[src/rtl/ocsc_pkg.sv]
package ocsc_pkg;

    // Channel count and flag bit positions
    localparam int NUM_CH = 4;
    localparam int CH_OCD = 0;   // discharge overcurrent
    localparam int CH_SD1 = 1;   // short in discharge, first level
    localparam int CH_SD2 = 2;   // short in discharge, second level
    localparam int CH_SCC = 3;   // short in charge

    typedef enum logic [1:0] {
        ST_IDLE    = 2'd0,
        ST_TIMING  = 2'd1,
        ST_TRIPPED = 2'd2
    } chan_state_t;

endpackage

[src/rtl/ocsc_limits.sv]
module ocsc_limits
    import ocsc_pkg::*;
#(
    parameter int SENSE_W      = 16,
    parameter int CODE_W       = 4,
    parameter int OCD_BASE_MV  = 50,
    parameter int OCD_STEP_MV  = 10,
    parameter int SCD_BASE_MV  = 100,
    parameter int SCD_STEP_MV  = 50,
    parameter int SCD_TOP_CODE = 7,
    parameter int SCC_BASE_MV  = 100,
    parameter int SCC_STEP_MV  = 50,
    parameter int SCC_TOP_FULL = 4,
    parameter int SCC_TOP_HALF = 7
) (
    input  logic signed [SENSE_W-1:0] sense_i,
    input  logic                      range_half_i,
    input  logic [CODE_W-1:0]         ocd_code_i,
    input  logic [CODE_W-1:0]         sd1_code_i,
    input  logic [CODE_W-1:0]         sd2_code_i,
    input  logic [CODE_W-1:0]         scc_code_i,
    output logic [NUM_CH-1:0]         over_o
);

    localparam int OCD_TOP_CODE = (1 << CODE_W) - 1;

    // Threshold magnitude in mV: clamp code, scale, optionally halve
    function automatic logic [SENSE_W-1:0] level_mv(
        input logic [CODE_W-1:0] code,
        input int unsigned       top,
        input int unsigned       base,
        input int unsigned       step,
        input logic              half
    );
        int unsigned c;
        int unsigned mv;
        c  = (32'(code) > top) ? top : 32'(code);
        mv = base + step * c;
        if (half) begin
            mv = mv >> 1;
        end
        return mv[SENSE_W-1:0];
    endfunction

    logic [NUM_CH-1:0][SENSE_W-1:0] lvl;

    always_comb begin
        lvl[CH_OCD] = level_mv(ocd_code_i, OCD_TOP_CODE, OCD_BASE_MV, OCD_STEP_MV, range_half_i);
        lvl[CH_SD1] = level_mv(sd1_code_i, SCD_TOP_CODE, SCD_BASE_MV, SCD_STEP_MV, range_half_i);
        lvl[CH_SD2] = level_mv(sd2_code_i, SCD_TOP_CODE, SCD_BASE_MV, SCD_STEP_MV, range_half_i);
        lvl[CH_SCC] = level_mv(scc_code_i, range_half_i ? SCC_TOP_HALF : SCC_TOP_FULL,
                               SCC_BASE_MV, SCC_STEP_MV, range_half_i);
    end

    // Discharge channels compare upward, the charge channel downward
    for (genvar g = 0; g < NUM_CH; g++) begin : g_cmp
        if (g == CH_SCC) begin : g_neg
            assign over_o[g] = (sense_i <= -$signed(lvl[g]));
        end else begin : g_pos
            assign over_o[g] = (sense_i >= $signed(lvl[g]));
        end
    end

endmodule

[src/rtl/ocsc_timing.sv]
module ocsc_timing
    import ocsc_pkg::*;
#(
    parameter int CODE_W      = 4,
    parameter int CNT_W       = 10,
    parameter int OCD_BASE_TK = 33,
    parameter int OCD_STEP_TK = 64,
    parameter int SD1_STEP_TK = 2,
    parameter int SD2_STEP_TK = 1,
    parameter int SCC_STEP_TK = 2
) (
    input  logic                         delay_dbl_i,
    input  logic [CODE_W-1:0]            ocd_code_i,
    input  logic [CODE_W-1:0]            sd1_code_i,
    input  logic [CODE_W-1:0]            sd2_code_i,
    input  logic [CODE_W-1:0]            scc_code_i,
    output logic [NUM_CH-1:0][CNT_W-1:0] target_o
);

    // Delay code to tick count, optionally doubled
    function automatic logic [CNT_W-1:0] to_ticks(
        input logic [CODE_W-1:0] code,
        input int unsigned       base,
        input int unsigned       step,
        input logic              dbl
    );
        int unsigned t;
        t = base + step * 32'(code);
        if (dbl) begin
            t = t << 1;
        end
        return t[CNT_W-1:0];
    endfunction

    always_comb begin
        target_o[CH_OCD] = to_ticks(ocd_code_i, OCD_BASE_TK, OCD_STEP_TK, 1'b0);
        target_o[CH_SD1] = to_ticks(sd1_code_i, 0, SD1_STEP_TK, delay_dbl_i);
        target_o[CH_SD2] = to_ticks(sd2_code_i, 0, SD2_STEP_TK, delay_dbl_i);
        target_o[CH_SCC] = to_ticks(scc_code_i, 0, SCC_STEP_TK, 1'b0);
    end

endmodule

[src/rtl/ocsc_chan.sv]
module ocsc_chan
    import ocsc_pkg::*;
#(
    parameter int CNT_W = 10
) (
    input  logic             clk,
    input  logic             rst_n,
    input  logic             tick_i,
    input  logic             over_i,
    input  logic             clear_i,
    input  logic [CNT_W-1:0] target_i,
    output logic             tripped_o
);

    chan_state_t      st_q, st_d;
    logic [CNT_W-1:0] cnt_q, cnt_d;
    logic [CNT_W:0]   cnt_inc;

    assign cnt_inc = {1'b0, cnt_q} + (CNT_W+1)'(1);

    // State register
    always_ff @(posedge clk or negedge rst_n) begin
        if (!rst_n) begin
            st_q  <= ST_IDLE;
            cnt_q <= '0;
        end else begin
            st_q  <= st_d;
            cnt_q <= cnt_d;
        end
    end

    // Next state: clear dominates, then start / instant / abort / expire
    always_comb begin
        st_d  = st_q;
        cnt_d = cnt_q;
        if (clear_i) begin
            st_d  = ST_IDLE;
            cnt_d = '0;
        end else begin
            unique case (st_q)
                ST_IDLE: begin
                    if (tick_i && over_i) begin
                        if (target_i == '0) begin
                            st_d = ST_TRIPPED;
                        end else begin
                            st_d  = ST_TIMING;
                            cnt_d = '0;
                        end
                    end
                end
                ST_TIMING: begin
                    if (!over_i) begin
                        st_d  = ST_IDLE;
                        cnt_d = '0;
                    end else if (tick_i) begin
                        if (cnt_inc >= {1'b0, target_i}) begin
                            st_d = ST_TRIPPED;
                        end else begin
                            cnt_d = cnt_inc[CNT_W-1:0];
                        end
                    end
                end
                ST_TRIPPED: begin
                    st_d = ST_TRIPPED;
                end
                default: begin
                    st_d  = ST_IDLE;
                    cnt_d = '0;
                end
            endcase
        end
    end

    // Outputs
    always_comb begin
        tripped_o = (st_q == ST_TRIPPED);
    end

endmodule

[src/rtl/ocsc_guard.sv]
module ocsc_guard
    import ocsc_pkg::*;
#(
    parameter int SENSE_W     = 16,
    parameter int CODE_W      = 4,
    parameter int OCD_BASE_MV = 50,
    parameter int OCD_STEP_MV = 10,
    parameter int SCD_BASE_MV = 100,
    parameter int SCD_STEP_MV = 50,
    parameter int SCC_BASE_MV = 100,
    parameter int SCC_STEP_MV = 50,
    parameter int OCD_BASE_TK = 33,
    parameter int OCD_STEP_TK = 64,
    parameter int SD1_STEP_TK = 2,
    parameter int SD2_STEP_TK = 1,
    parameter int SCC_STEP_TK = 2
) (
    input  logic                      clk,
    input  logic                      rst_n,
    input  logic                      tick_i,
    input  logic signed [SENSE_W-1:0] sense_i,
    input  logic                      range_half_i,
    input  logic                      delay_dbl_i,
    input  logic [CODE_W-1:0]         ocd_thr_i,
    input  logic [CODE_W-1:0]         ocd_dly_i,
    input  logic [CODE_W-1:0]         sd1_thr_i,
    input  logic [CODE_W-1:0]         sd1_dly_i,
    input  logic [CODE_W-1:0]         sd2_thr_i,
    input  logic [CODE_W-1:0]         sd2_dly_i,
    input  logic [CODE_W-1:0]         scc_thr_i,
    input  logic [CODE_W-1:0]         scc_dly_i,
    input  logic                      clear_i,
    output logic [3:0]                fault_o,
    output logic                      dsg_off_o,
    output logic                      chg_off_o
);

    localparam int TOP_CODE = (1 << CODE_W) - 1;
    localparam int MAX_OCD  = OCD_BASE_TK + OCD_STEP_TK * TOP_CODE;
    localparam int MAX_SD1  = 2 * SD1_STEP_TK * TOP_CODE;
    localparam int MAX_SD2  = 2 * SD2_STEP_TK * TOP_CODE;
    localparam int MAX_SCC  = SCC_STEP_TK * TOP_CODE;
    localparam int MAX_AB   = (MAX_OCD > MAX_SD1) ? MAX_OCD : MAX_SD1;
    localparam int MAX_CD   = (MAX_SD2 > MAX_SCC) ? MAX_SD2 : MAX_SCC;
    localparam int MAX_TK   = (MAX_AB > MAX_CD) ? MAX_AB : MAX_CD;
    localparam int CNT_W    = $clog2(MAX_TK + 1);

    logic [NUM_CH-1:0]            over_lim;
    logic [NUM_CH-1:0][CNT_W-1:0] target;
    logic [NUM_CH-1:0]            trip;

    ocsc_limits #(
        .SENSE_W     (SENSE_W),
        .CODE_W      (CODE_W),
        .OCD_BASE_MV (OCD_BASE_MV),
        .OCD_STEP_MV (OCD_STEP_MV),
        .SCD_BASE_MV (SCD_BASE_MV),
        .SCD_STEP_MV (SCD_STEP_MV),
        .SCD_TOP_CODE(7),
        .SCC_BASE_MV (SCC_BASE_MV),
        .SCC_STEP_MV (SCC_STEP_MV),
        .SCC_TOP_FULL(4),
        .SCC_TOP_HALF(7)
    ) u_limits (
        .sense_i     (sense_i),
        .range_half_i(range_half_i),
        .ocd_code_i  (ocd_thr_i),
        .sd1_code_i  (sd1_thr_i),
        .sd2_code_i  (sd2_thr_i),
        .scc_code_i  (scc_thr_i),
        .over_o      (over_lim)
    );

    ocsc_timing #(
        .CODE_W     (CODE_W),
        .CNT_W      (CNT_W),
        .OCD_BASE_TK(OCD_BASE_TK),
        .OCD_STEP_TK(OCD_STEP_TK),
        .SD1_STEP_TK(SD1_STEP_TK),
        .SD2_STEP_TK(SD2_STEP_TK),
        .SCC_STEP_TK(SCC_STEP_TK)
    ) u_timing (
        .delay_dbl_i(delay_dbl_i),
        .ocd_code_i (ocd_dly_i),
        .sd1_code_i (sd1_dly_i),
        .sd2_code_i (sd2_dly_i),
        .scc_code_i (scc_dly_i),
        .target_o   (target)
    );

    for (genvar g = 0; g < NUM_CH; g++) begin : g_chan
        ocsc_chan #(
            .CNT_W(CNT_W)
        ) u_chan (
            .clk      (clk),
            .rst_n    (rst_n),
            .tick_i   (tick_i),
            .over_i   (over_lim[g]),
            .clear_i  (clear_i),
            .target_i (target[g]),
            .tripped_o(trip[g])
        );
    end

    // Outputs: flags and FET-off requests
    always_comb begin
        fault_o   = trip;
        dsg_off_o = trip[CH_OCD] | trip[CH_SD1] | trip[CH_SD2];
        chg_off_o = trip[CH_SCC];
    end

endmodule

[config.mk]
export PLATFORM = sky130hd
export DESIGN_NAME = ocsc_guard
export DESIGN_NICKNAME = d
export VERILOG_FILES = /design/src/rtl/ocsc_pkg.sv /design/src/rtl/ocsc_limits.sv /design/src/rtl/ocsc_timing.sv /design/src/rtl/ocsc_chan.sv /design/src/rtl/ocsc_guard.sv
export SDC_FILE = /design/constraint.sdc
export NUM_CORES = 1
export LEC_CHECK = 0
export BUFFER_PORTS_ARGS = -buffer_cell sky130_fd_sc_hd__buf_4
export CORE_MARGIN = 3
export CORE_UTILIZATION = 50
export DETAILED_ROUTE_END_ITERATION = 8
export GPL_TIMING_DRIVEN = 0
export PLACE_DENSITY = 0.68
export SLEW_MARGIN = 20
export SYNTH_ARGS = -nofsm -noshare
export SYNTH_HDL_FRONTEND = slang
export SYNTH_HIERARCHICAL = 1
export SYNTH_SLANG_ARGS = --single-unit
[constraint.sdc]
create_clock -name clk -period 7.08 [get_ports clk]
set_clock_uncertainty 0.2 [all_clocks]
set_input_delay 0.708 -clock clk [delete_from_list [all_inputs] [get_ports clk]]
set_output_delay 0.708 -clock clk [all_outputs]
set_load 0.05 [all_outputs]
; Yosys cells after proc, flatten, opt, wreduce, memory -nomap -nowiden
; Index checks and enable logic that the tools add are counted.
[totals]
latchBits = 0
register_bits = 48
mem_bits_ro = 0
wordCells = 153
mem_bits_rw = 0
n_memories = 0
[classes]
add_sub_neg = 10
magnitude_cmp = 11
n_mux = 66
n_bitwise = 2
n_eq_ne = 32
multipliers = 4
reduce_logical = 20
shifts = 0
div_mod_pow = 0
[ops]
columns = op, n
row1 = 10-bit 2-to-1 mux, 24
row2 = 10-bit case mux with 3 select lines, 4
row3 = "5-bit by 32-bit multiplier with 16-bit output, first input constant", 3
row4 = 16-bit 2-to-1 mux, 4
row5 = "7-bit by 17-bit adder with 17-bit output, first input constant", 3
row6 = 2-bit 2-to-1 mux, 25
row7 = 16-bit greater-or-equal comparator, 3
row8 = "4-bit != test, second input constant", 12
row9 = "10-bit by 1-bit adder with 11-bit output, second input constant", 4
row10 = 10-bit zero test, 4
row11 = 4-bit by 32-bit > comparator with 1-bit output, 1
row12 = 32-bit 2-to-1 mux, 1
row13 = 2-bit case mux with 3 select lines, 4
row14 = 11-bit by 5-bit greater-or-equal comparator with 1-bit output, 2
row15 = 5-bit AND reduction, 4
row16 = 16-bit <= comparator, 1
row17 = 16-bit negation, 1
row18 = "3-bit by 2-bit != test with 1-bit output, second input constant", 4
row19 = "3-bit != test, second input constant", 4
row20 = 3-bit AND reduction, 4
row21 = 11-bit by 10-bit greater-or-equal comparator with 1-bit output, 1
row22 = 11-bit by 6-bit greater-or-equal comparator with 1-bit output, 1
row23 = "6-bit by 10-bit adder with 10-bit output, first input constant", 1
row24 = "6-bit by 8-bit adder with 9-bit output, first input constant", 1
row25 = 11 further kinds, 29

; Longest topological paths before layout
[logic_depth]
depth_word = 12
depth_mapped = 33
ltp_nobuf = 29

; Modules after synthesis
; Netlist, hierarchy kept.
[modules_own_cells]
columns = mod, seq_area_each_um2, cells_per_inst, n_inst, area_each_um2
row1 = ocsc_chan (g_chan[1].u_chan ...), 300.3, 121, 3, 1047.3
row2 = ocsc_limits, 0.0, 404, 1, 2981.6
row3 = ocsc_chan (g_chan[0].u_chan), 300.3, 131, 1, 1139.8
row4 = ocsc_timing, 0.0, 43, 1, 366.6
row5 = ocsc_guard, 0.0, 2, 1, 13.8

; Least setup slack after synthesis
; OpenSTA, ideal clock, no wires.
[synth_path]
path_kind = input-to-reg
from = input port range_half_i
to = register g_chan[3].u_chan.cnt_q[8]
required_time_ns = 6.790
stages = 29
arrival_time_ns = 6.720
setup_ns = 0.090
setup_slack_ns = 0.070
path_cell_list = inv_1 buf_2 clkbuf_1 clkbuf_1 ha_1 nor2b_4 o2111a_1 nor2_1 nand2_1 ha_1 fa_1 xnor2_1 nor3_1 a311oi_1 o22ai_1 o31ai_1 xor2_1 ha_1 a21o_1 a21o_1 a21oi_1 nor2b_1 o21ai_0 a41o_1 mux2i_1 nand2b_1 a221o_1 o211a_2 o221ai_1
[synth_via]
elab_chain_cells = 11
word_cells_on_any_way = 16
classes_between = add/sub (2) / mul (1) / order compare (2) / eq/ne (3) / mux (6) / reduce/logical (2)
[synth_rtl]
columns = item, line_no
row1 = "start, declared", ocsc_guard.sv:22  ; input logic range_half_i,
row2 = 2-bit 2-to-1 mux, ocsc_limits.sv:51  ; lvl[CH_SCC] = level_mv(scc_code_i, range_half_i ? SCC_TOP_HALF : SCC_TOP_FULL,
row3 = 4-bit by 32-bit > comparator with 1-bit output, ocsc_limits.sv:37  ; c = (32'(code) > top) ? top : 32'(code);
row4 = 32-bit 2-to-1 mux, ocsc_limits.sv:37
row5 = 5-bit by 32-bit multiplier with 16-bit output, ocsc_limits.sv:38  ; mv = base + step * c;
row6 = 7-bit by 17-bit adder with 17-bit output, ocsc_limits.sv:38
row7 = 16-bit 2-to-1 mux *, ocsc_limits.sv:39  ; if (half) begin
row8 = 16-bit negation *, ocsc_limits.sv:58  ; assign over_o[g] = (sense_i <= -$signed(lvl[g]));
row9 = 16-bit <= comparator *, ocsc_limits.sv:58
row10 = via over_lim[3], ocsc_guard.sv:48  ; logic [NUM_CH-1:0] over_lim;
row11 = 10-bit 2-to-1 mux / 1-bit logical AND (equally long branches), "ocsc_chan.sv:52, ocsc_chan.sv:42"
row12 = 10-bit case mux with 3 select lines / 3-bit by 2-bit != test with 1-bit output (equally long branches), n/a
row13 = 10-bit 2-to-1 mux / 5-bit AND reduction (equally long branches), n/a
row14 = "end signal, assigned", ocsc_chan.sv:28  ; cnt_q <= cnt_d;
row15 = "end, declared", ocsc_chan.sv:16  ; logic [CNT_W-1:0] cnt_q, cnt_d;
; The timed path passes the listed nets; every way through them passes the cells marked *.
; A chain may end at the register's enable or synchronous reset.

; Worst setup path after layout
[layout_path]
from = input port range_half_i
to = register g_chan[3].u_chan.cnt_q[6]
; Same word-level chain as after synthesis.

==> impl_summary.log <==
INFO  metric status = complete, no violations
INFO  metric path_clk_slew = 0.06 ns
INFO  metric detailroute.via_count = 6929
INFO  metric cts_tree = yes
INFO  metric report.final.setup_viol = 0
INFO  metric num-nets-final = 1210
INFO  metric yosys.area_share.xor_xnor = 0.0699
INFO  metric critical_path.most_common_cell = nand2_1
INFO  metric placer_congestion_estimate = 0.854
INFO  metric grt_max_degree = 49
INFO  metric rows = 44
INFO  metric drc_errors = 0
INFO  metric dp_hpwl = 14.1 mm
INFO  metric critPathArrivalTime = 6.68 ns
INFO  metric io_pins = 60
INFO  metric critical_path_required = 7.08 ns
INFO  metric fin_crit = 6.69 ns
INFO  metric power.static_leakage = 4.00 nW
INFO  metric clkLatencyLatePin = 0.28 ns
INFO  metric cts-root-to-sink-buffers = 2
INFO  metric globalRouteOverflowTotal = 0
INFO  metric synthDistinctLibCells = 85
INFO  metric antennaDiodeCount = 0
INFO  metric initial_core_util = 0.518
INFO  metric powerDensity = 131 nW/um^2
INFO  metric antenna_violations_before_repair = 0
INFO  metric htree_num_levels = 2
INFO  metric syn-cell-area = 7640 um^2
INFO  metric drive_gt1_frac = 0.180
INFO  metric layout-area-overhead-vs-synth = 13.0%
INFO  metric cts.root.buffer_cell = clkbuf_16
INFO  metric detail_route.wirelength = 17.7 mm
INFO  metric grt.total_usage = 0.213
INFO  metric fp.dieArea = 16800 um^2
INFO  metric synth_compound_gate_area_share = 0.214
INFO  metric rrSetupSlack = 3.84 ns
INFO  metric dr_wl_met2 = 8.22 mm
INFO  metric worst_hold_path_type = in -> async
INFO  metric ir_drop = 0.102 mV
INFO  metric worst_slew_margin_rel = 0.582
INFO  metric muxShareOfSynthArea = 0.0293
INFO  metric synthesis.area_per_instance = 8.11 um^2
INFO  metric critPathMaxStageDelay = 0.65 ns
INFO  metric reg2reg_to = g_chan[0].u_chan/cnt_q[0]
INFO  metric met3WireLength = 584 um
INFO  metric max_freq = 0.150 GHz
INFO  metric core_area = 14800 um^2
INFO  metric vias_in_the_first_global_route = 6449
INFO  metric die_w = 130 um
INFO  metric synth-async-reset-ratio = 1.00
INFO  metric port_buffers = 50
INFO  metric wl_met1 = 8.62 mm
INFO  metric cts_made_buffers = 5
INFO  metric post_dr_wirelength_cell = 14.5 um
INFO  metric yosys_register_bits = 48
INFO  metric final-instance-count-excl-fill = 1218
INFO  metric total_power = 1.13 mW
INFO  metric clkSinkCount = 48
INFO  metric setup.worst_path.end_class = flip-flop
INFO  metric synth_enable_flop_cells = 0
INFO  metric crit_path_top_delay_cell = fa_2
INFO  metric synth_top_family_by_area = simple AND/OR/NAND/NOR gates
INFO  metric timing_max_transition_violations_final = 0
INFO  metric synthCells = 943
INFO  metric number_of_drc_markers_in_iteration_0 = 380
INFO  metric final_min_period_over_clock_period = 0.944
INFO  metric worst_pin_slew = 0.620 ns
INFO  metric worstPathMaxFanout = 19
INFO  metric yosysSeqAreaShare = 0.157
INFO  metric final_antenna_net_count = 0
INFO  metric detailedRoute.firstPassIterationCount = 5
INFO  metric cp-start-kind = input port
INFO  metric timing.rr.start = g_chan[0].u_chan/cnt_q[0]
INFO  metric path_class = in -> reg
INFO  metric die_h = 130 um
INFO  metric ys_warn_count = 6
INFO  metric grt_pass1_wl = 29.9 mm
INFO  metric number_of_failing_hold_endpoints_at_the_final_stage = 0
INFO  metric synthAdderAreaFrac = 0.205
INFO  metric placed_cells_incl_taps = 1207
INFO  metric via_per_inst = 5.69
INFO  metric rr_worst_depth = 11
INFO  metric max_cap_violations = 0
INFO  metric synth_simple_gate_area_frac = 0.239
INFO  metric dominantRegCellSynth = dfrtp_1
INFO  metric dr.max_layer_used = met4
[repair_timing]
| action | CTS | global route |
|---|---|---|
| setup endpoints to repair | 12 | 11 |
| resized for setup | 6 | 18 |
| buffers inserted | 0 | 4 |
| cloned | 0 | 0 |
| hold buffers | 0 | 0 |
| pin swaps | 1 | 5 |
| hold endpoints to repair | 0 | 0 |
[synth_stat cells, types with 6 or more instances]
master	n	area share
nand2_1	79	0.039
xor2_1	20	0.023
o221ai_1	7	0.0080
buf_4	37	0.036
dfrtp_1	48	0.16
clkbuf_1	9	0.0044
nand2b_1	7	0.0057
a221o_1	6	0.0079
nor4_2	7	0.011
nor4_1	7	0.0057
xnor2_1	41	0.047
or2_2	14	0.011
a31oi_1	12	0.0098
a21o_1	10	0.0098
nor2_1	60	0.029
nor3_1	15	0.0098
nand3_1	30	0.020
buf_2	6	0.0039
nand4_1	21	0.017
o21ai_0	34	0.022
ha_1	119	0.19
a211oi_1	10	0.0098
o21a_1	10	0.0098
a32o_1	16	0.021
nor2b_1	28	0.023
inv_1	70	0.034
mux2i_1	10	0.013
a21oi_1	55	0.036
nor3b_1	9	0.0088
and3_1	8	0.0065
o21ai_1	9	0.0059
mux2_4	6	0.012
o211ai_1	13	0.013
[placed cells by master, fill, tap and decap left out, types with 4 or more instances in the layout]
| cell type | n |
|---|---|
| a21oi_1 | 54 |
| inv_1 | 70 |
| nor4_2 | 7 |
| clkbuf_16 | 5 |
| nand2_1 | 79 |
| a32o_1 | 16 |
| mux2_4 | 6 |
| buf_2 | 5 |
| and2_1 | 5 |
| nor2b_1 | 28 |
| a221o_1 | 6 |
| and4b_1 | 4 |
| buf_4 | 91 |
| mux2i_1 | 10 |
| o211ai_1 | 13 |
| nor2_1 | 58 |
| dfrtp_1 | 48 |
| clkbuf_1 | 9 |
| nor3_1 | 15 |
| conb_1 | 33 |
| or2_2 | 14 |
| o21ai_0 | 33 |
| o221ai_1 | 6 |
| nand3_1 | 30 |
| and3_1 | 8 |
| o21a_1 | 10 |
| nor3b_1 | 9 |
| a211oi_1 | 10 |
| o21ai_1 | 10 |
| xnor2_1 | 39 |
| xor2_1 | 19 |
| nand3_2 | 4 |
| nor4_1 | 7 |
| nand2b_1 | 6 |
| a211o_1 | 4 |
| ha_1 | 117 |
| a21o_1 | 10 |
| nand4_1 | 21 |
| a31oi_1 | 10 |
[how the worst max path moves through the flow]
stage | startpoint | endpoint | cells past startpoint
global placement | range_half_i | g_chan[3].u_chan/cnt_q[8] | 30
finish | range_half_i | g_chan[3].u_chan/cnt_q[6] | 30
floorplan | range_half_i | g_chan[3].u_chan/cnt_q[8] | 29
CTS | range_half_i | g_chan[3].u_chan/cnt_q[6] | 29
detailed placement | range_half_i | g_chan[3].u_chan/cnt_q[6] | 30
global route | range_half_i | g_chan[3].u_chan/cnt_q[6] | 30
[state kept, by name, summed over array words and instances (netlist names)]
register,cells
g_chan.u_chan/st_q,8
g_chan.u_chan/cnt_q,40
[critical path, delay by kind of cell]
family,cells,cell delay (ns)
AO/OA/AOI/OAI,11,2.21
adder cells (fa/ha/maj),4,1.59
AND/OR/NAND/NOR,9,1.16
buffers and inverters,4,0.58
multiplexers,1,0.24
XOR/XNOR,1,0.17
[stage by stage]
step	hold slack (ns)	setup WS (ns)	utilization	cell area, um^2	setup TNS, ns
floorplan	0.212	0.0697	-	7760	0
global placement	0.276	-1.11	0.567	8360	-12.04
detailed placement	0.283	-1.16	0.567	8360	-12.28
CTS	0.262	0.00207	0.578	8530	0
global route	0.299	-0.0721	0.585	8640	-0.216
finish	0.236	0.395	0.585	8640	0
[per-layer routing]
| layer | track usage | vias up |
|---|---|---|
| li1 | - | 3596 |
| met1 | 0.294 | 3188 |
| met2 | 0.363 | 123 |
| met3 | 0.0140 | 22 |
| met4 | 0.0501 | 0 |
| met5 | 0 | - |
[kinds of logic (layout without fill, tap and decap cells)]
logic type | after synthesis | count (layout)
AO/OA/AOI/OAI | 232 | 232
XOR/XNOR | 61 | 61
adder cells (fa/ha/maj) | 123 | 123
buffers and inverters | 127 | 188
flip-flops | 48 | 48
multiplexers | 19 | 19
other | 3 | 33
AND/OR/NAND/NOR | 330 | 330
[layout make-up]
type | count | area, um^2
tap | 184 | 230
timing repair buffer | 54 | 405
multi-input combinational | 798 | 6000
inverter | 71 | 267
fill | 1414 | 6120
sequential | 48 | 1200
buffer | 55 | 387
clock buffer | 8 | 146
[report_power, final]
part,switching [mW],total [mW],internal (mW)
logic,0.330,0.595,0.265
registers,0.0158,0.300,0.285
clock network,0.0973,0.238,0.141
Note: power is estimated with default switching activity, not from simulation.
